$ cat config.mk
export PLATFORM = sky130hd
export DESIGN_NAME = irq_tree
export DESIGN_NICKNAME = d
export VERILOG_FILES = /design/src/rtl/irq_tree_pkg.sv /design/src/rtl/irq_bank.sv /design/src/rtl/irq_regport.sv /design/src/rtl/irq_tree.sv
export SDC_FILE = /design/constraint.sdc
export NUM_CORES = 1
export LEC_CHECK = 0
export BUFFER_PORTS_ARGS = -buffer_cell sky130_fd_sc_hd__buf_2
export CAP_MARGIN = 5
export CORE_MARGIN = 4
export CORE_UTILIZATION = 40
export DETAILED_ROUTE_END_ITERATION = 16
export PLACE_DENSITY = 0.6
export SKIP_CTS_REPAIR_TIMING = 1
export SYNTH_ARGS = -nofsm -noshare
export SYNTH_HDL_FRONTEND = slang
export SYNTH_SLANG_ARGS = --single-unit
$ cat constraint.sdc
create_clock -name clk -period 2.8 [get_ports clk]
set_input_delay 0.28 -clock clk [delete_from_list [all_inputs] [get_ports clk]]
set_output_delay 0.28 -clock clk [all_outputs]
set_load 0.01 [all_outputs]
$ cat src/rtl/irq_tree_pkg.sv
package irq_tree_pkg;
    localparam int unsigned DW    = 8;
    localparam int unsigned NBANK = 2;
    localparam int unsigned AW    = $clog2(2 * NBANK);

    typedef struct packed {
        logic [DW-1:0] st;
        logic [DW-1:0] en;
    } bank_state_t;

    typedef struct packed {
        logic [DW-1:0] rd;
    } port_state_t;
endpackage

$ cat src/rtl/irq_bank.sv
module irq_bank
    import irq_tree_pkg::*;
#(
    parameter logic [DW-1:0] MASK = '1
) (
    input  logic          clk,
    input  logic          rst_n,
    input  logic [DW-1:0] req,
    input  logic          clr_we,
    input  logic          en_we,
    input  logic [DW-1:0] wdata,
    output logic [DW-1:0] st_o,
    output logic [DW-1:0] en_o
);
    bank_state_t cur_q, nxt_d;
    logic [DW-1:0] clr_mask_d;

    always_comb begin
        nxt_d      = cur_q;
        clr_mask_d = clr_we ? wdata : '0;
        nxt_d.st   = ((cur_q.st & ~clr_mask_d) | req) & MASK;
        if (en_we) begin
            nxt_d.en = wdata & MASK;
        end
    end

    always_ff @(posedge clk or negedge rst_n) begin
        if (!rst_n) begin
            cur_q <= '0;
        end else begin
            cur_q <= nxt_d;
        end
    end

    assign st_o = cur_q.st;
    assign en_o = cur_q.en;

    AST_RSVD_ZERO: assert property (@(posedge clk) disable iff (!rst_n)
        ((st_o | en_o) & ~MASK) == '0);

    AST_STICKY: assert property (@(posedge clk) disable iff (!rst_n)
        !clr_we |=> ((st_o & $past(st_o)) == $past(st_o)));

    AST_SET_WINS: assert property (@(posedge clk) disable iff (!rst_n)
        |(req & MASK) |=> ((st_o & $past(req & MASK)) == $past(req & MASK)));

    AST_CLR_TAKES: assert property (@(posedge clk) disable iff (!rst_n)
        clr_we |=> ((st_o & $past(wdata & ~req)) == '0));

    AST_EN_WRITE: assert property (@(posedge clk) disable iff (!rst_n)
        en_we |=> (en_o == $past(wdata & MASK)));
endmodule

$ cat src/rtl/irq_regport.sv
module irq_regport
    import irq_tree_pkg::*;
(
    input  logic                      clk,
    input  logic                      rst_n,
    input  logic                      wr_en,
    input  logic                      rd_en,
    input  logic [AW-1:0]             addr,
    input  logic [DW-1:0]             wdata,
    input  logic [NBANK-1:0][DW-1:0]  st_i,
    input  logic [NBANK-1:0][DW-1:0]  en_i,
    output logic [NBANK-1:0]          clr_we_o,
    output logic [NBANK-1:0]          en_we_o,
    output logic [DW-1:0]             rdata
);
    localparam int unsigned BW = AW - 1;

    port_state_t cur_q, nxt_d;
    logic [BW-1:0] bank_sel;
    logic          is_en;
    logic [DW-1:0] rd_val;

    assign bank_sel = addr[AW-1:1];
    assign is_en    = addr[0];

    always_comb begin
        clr_we_o = '0;
        en_we_o  = '0;
        rd_val   = '0;
        for (int b = 0; b < NBANK; b++) begin
            if (int'(bank_sel) == b) begin
                clr_we_o[b] = wr_en && !is_en;
                en_we_o[b]  = wr_en && is_en;
                rd_val      = is_en ? en_i[b] : st_i[b];
            end
        end
        nxt_d = cur_q;
        if (rd_en) begin
            nxt_d.rd = rd_val;
        end
    end

    always_ff @(posedge clk or negedge rst_n) begin
        if (!rst_n) begin
            cur_q <= '0;
        end else begin
            cur_q <= nxt_d;
        end
    end

    assign rdata = cur_q.rd;

    AST_RD_HOLD: assert property (@(posedge clk) disable iff (!rst_n)
        !rd_en |=> $stable(rdata));

    AST_ONE_STROBE: assert property (@(posedge clk) disable iff (!rst_n)
        $onehot0({clr_we_o, en_we_o}));
endmodule

$ cat src/rtl/irq_tree.sv
module irq_tree
    import irq_tree_pkg::*;
#(
    parameter int unsigned NUM_DMA = 4
) (
    input  logic               clk,
    input  logic               rst_n,
    input  logic               wdg_req,
    input  logic [NUM_DMA-1:0] dma_req,
    input  logic [DW-1:0]      per_req,
    input  logic               wr_en,
    input  logic               rd_en,
    input  logic [AW-1:0]      addr,
    input  logic [DW-1:0]      wdata,
    output logic [DW-1:0]      rdata,
    output logic               irq
);
    localparam logic [DW-1:0] MASK0 = DW'((1 << (NUM_DMA + 1)) - 1);
    localparam logic [DW-1:0] MASK1 = '1;

    typedef struct packed {
        logic irq;
    } top_state_t;

    logic [NBANK-1:0][DW-1:0] req_bank;
    logic [NBANK-1:0][DW-1:0] st_w;
    logic [NBANK-1:0][DW-1:0] en_w;
    logic [NBANK-1:0]         clr_we;
    logic [NBANK-1:0]         en_we;
    top_state_t               cur_q, nxt_d;

    always_comb begin
        req_bank              = '0;
        req_bank[0][NUM_DMA:0] = {dma_req, wdg_req};
        req_bank[1]           = per_req;
    end

    irq_regport u_port (
        .clk      (clk),
        .rst_n    (rst_n),
        .wr_en    (wr_en),
        .rd_en    (rd_en),
        .addr     (addr),
        .wdata    (wdata),
        .st_i     (st_w),
        .en_i     (en_w),
        .clr_we_o (clr_we),
        .en_we_o  (en_we),
        .rdata    (rdata)
    );

    for (genvar b = 0; b < NBANK; b++) begin : g_bank
        localparam logic [DW-1:0] BMASK = (b == 0) ? MASK0 : MASK1;
        irq_bank #(.MASK(BMASK)) u_bank (
            .clk    (clk),
            .rst_n  (rst_n),
            .req    (req_bank[b]),
            .clr_we (clr_we[b]),
            .en_we  (en_we[b]),
            .wdata  (wdata),
            .st_o   (st_w[b]),
            .en_o   (en_w[b])
        );
    end

    always_comb begin
        nxt_d     = cur_q;
        nxt_d.irq = 1'b0;
        for (int b = 0; b < NBANK; b++) begin
            nxt_d.irq = nxt_d.irq | (|(st_w[b] & en_w[b]));
        end
    end

    always_ff @(posedge clk or negedge rst_n) begin
        if (!rst_n) begin
            cur_q <= '0;
        end else begin
            cur_q <= nxt_d;
        end
    end

    assign irq = cur_q.irq;

    AST_IRQ_FOLLOWS: assert property (@(posedge clk) disable iff (!rst_n)
        1'b1 |=> (irq == $past(|(st_w[0] & en_w[0]) || |(st_w[1] & en_w[1]))));

    AST_WDG_LATCH: assert property (@(posedge clk) disable iff (!rst_n)
        wdg_req |=> st_w[0][0]);
endmodule

==> impl_metrics.json <==
{
  "outcome": "complete, no violations",
  "yosys_warnings": 0,
  "clkSinkCount": 35,
  "die-area_mm2": 0.005013,
  "worst_ep_arrival_time_ns": 1.36,
  "pre_cts_ws_ns": 1.315,
  "fin_tns_setup_ns": 0,
  "fin_crit_sh": 0.4314,
  "grt_pass1_wl_um": 5761,
  "report.power.total_mw": 1.140,
  "ant_nets": 0,
  "slew_violations": 0,
  "crit_fanout": 3,
  "skew_ns": 0.01020,
  "postSynthAreaPerCell_um2": 12.52,
  "viasPerCell": 5.169,
  "grt_max_degree": 36,
  "netSwitchingPower_uw": 304.7,
  "seq_area_frac_synth": 0.5551,
  "postLayoutCellArea_mm2": 0.001857,
  "drive_gt1_frac": 0.3758,
  "antenna_cells": 0,
  "synth_cells": 126,
  "p_seq_frac": 0.531,
  "firstDrtPassIters": 4,
  "die_h_um": 70.81,
  "synth_area_mm2": 0.001578,
  "hp-class": "in2async",
  "io_buffers": 35,
  "drc": 0,
  "clk_latency_ns": 0.29,
  "clk_pin_slew_ns": 0.07,
  "critPathCaptureType": "register",
  "place_area_mm2": 0.001772,
  "tritoncts": "built",
  "drt_wl_total_um": 3412,
  "power.density_mw_per_mm2": 614.1,
  "io_pins": 36,
  "maxSlewHeadroom": 0.4852,
  "hold_viol": 0,
  "drtIter0Drc": 85,
  "avgRoutedWirePerCell_um": 16.02,
  "yosysUniqueCellTypes": 23,
  "worst-slew-pin-transition_ns": 0.7723,
  "rsz0062_at_grt": "false",
  "via_count": 1101,
  "fin_ws_ns": 1.592,
  "antenna_found_initial": 0,
  "swShare": 0.2672,
  "ir_drop_mv": 0.3300,
  "hpwlAfterDp_um": 2432,
  "first_global_vias": 1186,
  "leakage_nw": 0.8077,
  "cts_buffers": 5,
  "layout_min_cycle_time_ns": 1.208,
  "ys_seq_elements": 35,
  "overflow": 0,
  "setup_viol": 0,
  "start_util": 0.4215,
  "cp.required_ns": 2.95,
  "core-area_mm2": 0.003744,
  "fmax_mhz": 827.8,
  "fin_nets": 191,
  "path_class": "reg2reg",
  "place.gp.congestion": 0.7547,
  "root_buffer": "clkbuf_8",
  "rows": 22,
  "die_x_um": 70.81,
  "track_usage": 0.1525,
  "start_kind": "register",
  "area_growth_pct": 17.68,
  "pwr-share-clk": 0.310,
  "internal-power_uw": 835.6,
  "drv_cap": 0,
  "htreeDepth": 2,
  "comb_power_share": 0.159,
  "hold_slack_ns": 0.06480,
  "synth_fp_nets": 153,
  "clockBufferDepth": 2
}
==> power by group through the flow <==
| stage | clock network (mW) | logic, mW | registers, mW |
|---|---|---|---|
| final | 0.354 | 0.181 | 0.605 |
| after global routing | 0.400 | 0.205 | 0.611 |
| after CTS | 0.371 | 0.185 | 0.605 |
| after detailed placement | 0 | 0.185 | 0.614 |
| after global placement | 0 | 0.182 | 0.611 |
| after floorplan | 0 | 0.112 | 0.611 |
==> kinds of logic (layout without fill, tap and decap cells) <==
logic type / count (synthesis) / after routing / synth area share
AO/OA/AOI/OAI: 32 / 32 / 0.1356
buffers and inverters: 7 / 46 / 0.03331
flip-flops: 35 / 35 / 0.5551
multiplexers: 26 / 26 / 0.1816
AND/OR/NAND/NOR: 26 / 26 / 0.09438
==> placed cells by master (no fill, tap or decap) <==
| cell | count |
|---|---|
| a21o_1 | 13 |
| a21oi_1 | 5 |
| a222oi_1 | 1 |
| a22oi_1 | 5 |
| and3_1 | 1 |
| and3b_1 | 1 |
| buf_2 | 35 |
| clkbuf_1 | 1 |
| clkbuf_8 | 5 |
| clkinv_2 | 1 |
| clkinvlp_4 | 1 |
| dfrtp_1 | 35 |
| inv_1 | 3 |
| mux2_2 | 17 |
| mux2_4 | 1 |
| mux2i_1 | 8 |
| nand2_1 | 14 |
| nand3_4 | 1 |
| nand3b_1 | 1 |
| nand4_1 | 1 |
| nor2b_1 | 6 |
| nor3b_2 | 1 |
| o21ai_0 | 4 |
| o21ai_1 | 1 |
| o22ai_1 | 3 |
==> state kept, by name (all words and copies together), names as in the netlist <==
name	cells
g_bank.u_bank.en_o	13
g_bank.u_bank.st_o	13
irq	1
u_port.rdata	8
==> synth_stat cells <==
library cell  number  share of area
and3_1             1         0.0040
nor3b_2            1         0.0079
and3b_1            1         0.0056
mux2_2            17           0.12
a222oi_1           1         0.0063
nand2_1           14          0.033
mux2_4             1         0.0095
a21o_1            13          0.062
buf_12             1          0.013
nand3_4            1          0.011
dfrtp_1           35           0.56
mux2i_1            8          0.051
o21ai_0            4          0.013
inv_1              3         0.0071
nand4_1            1         0.0040
nor2b_1            6          0.024
o22ai_1            3          0.012
buf_2              2         0.0063
o21ai_1            1         0.0032
a21oi_1            5          0.016
buf_6              1         0.0071
a22oi_1            5          0.024
nand3b_1           1         0.0048
==> worst max-delay path, cell delays in order, from the launching register on <==
cell and delay [ns]:
dfrtp_1 0.40, a222oi_1 0.36, and3_1 0.22, nand4_1 0.09
==> through the flow <==
| step | cells | utilization |
|---|---|---|
| floorplan | 126 | - |
| global placement | 205 | 0.4733 |
| detailed placement | 205 | 0.4733 |
| CTS | 213 | 0.4960 |
| global route | 213 | 0.4960 |
| finish | 213 | 0.4960 |
==> routing by layer <==
layer	global-route usage	part of all wire	vias to the layer above
met1	0.2108	0.47	532
met4	0.06263	0.016	0
li1	-	-	526
met5	0	0	-
met2	0.2111	0.44	38
met3	0.06250	0.069	5
==> worst paths after layout <==
path | depth (start not counted) | startpoint | end | slack (ns)
max | 3 | g_bank[1].u_bank.en_o[6] | irq | 1.59
min in group clk | 2 | per_req[0] | g_bank[1].u_bank.st_o[0] | 0.16
max in group asynchronous | 1 | rst_n | g_bank[0].u_bank.st_o[2] | 2.24
max reg2reg | 3 | g_bank[1].u_bank.en_o[6] | irq | 1.59
min reg2reg | 1 | g_bank[1].u_bank.st_o[1] | g_bank[1].u_bank.st_o[1] | 0.51
min | 1 | rst_n | u_port.rdata[7] | 0.06
==> area by class of cell <==
| cell class | count | area, um2 |
|---|---|---|
| clock buffers | 6 | 72.57 |
| clock inverters | 2 | 12.51 |
| fillers | 361 | 1887 |
| inverters | 3 | 11.26 |
| multi-input cells | 84 | 649.4 |
| flip-flops and latches | 35 | 875.8 |
| well taps | 48 | 60.06 |
| repair buffers | 35 | 175.2 |
No activity file was read; power rests on OpenSTA's default activity.
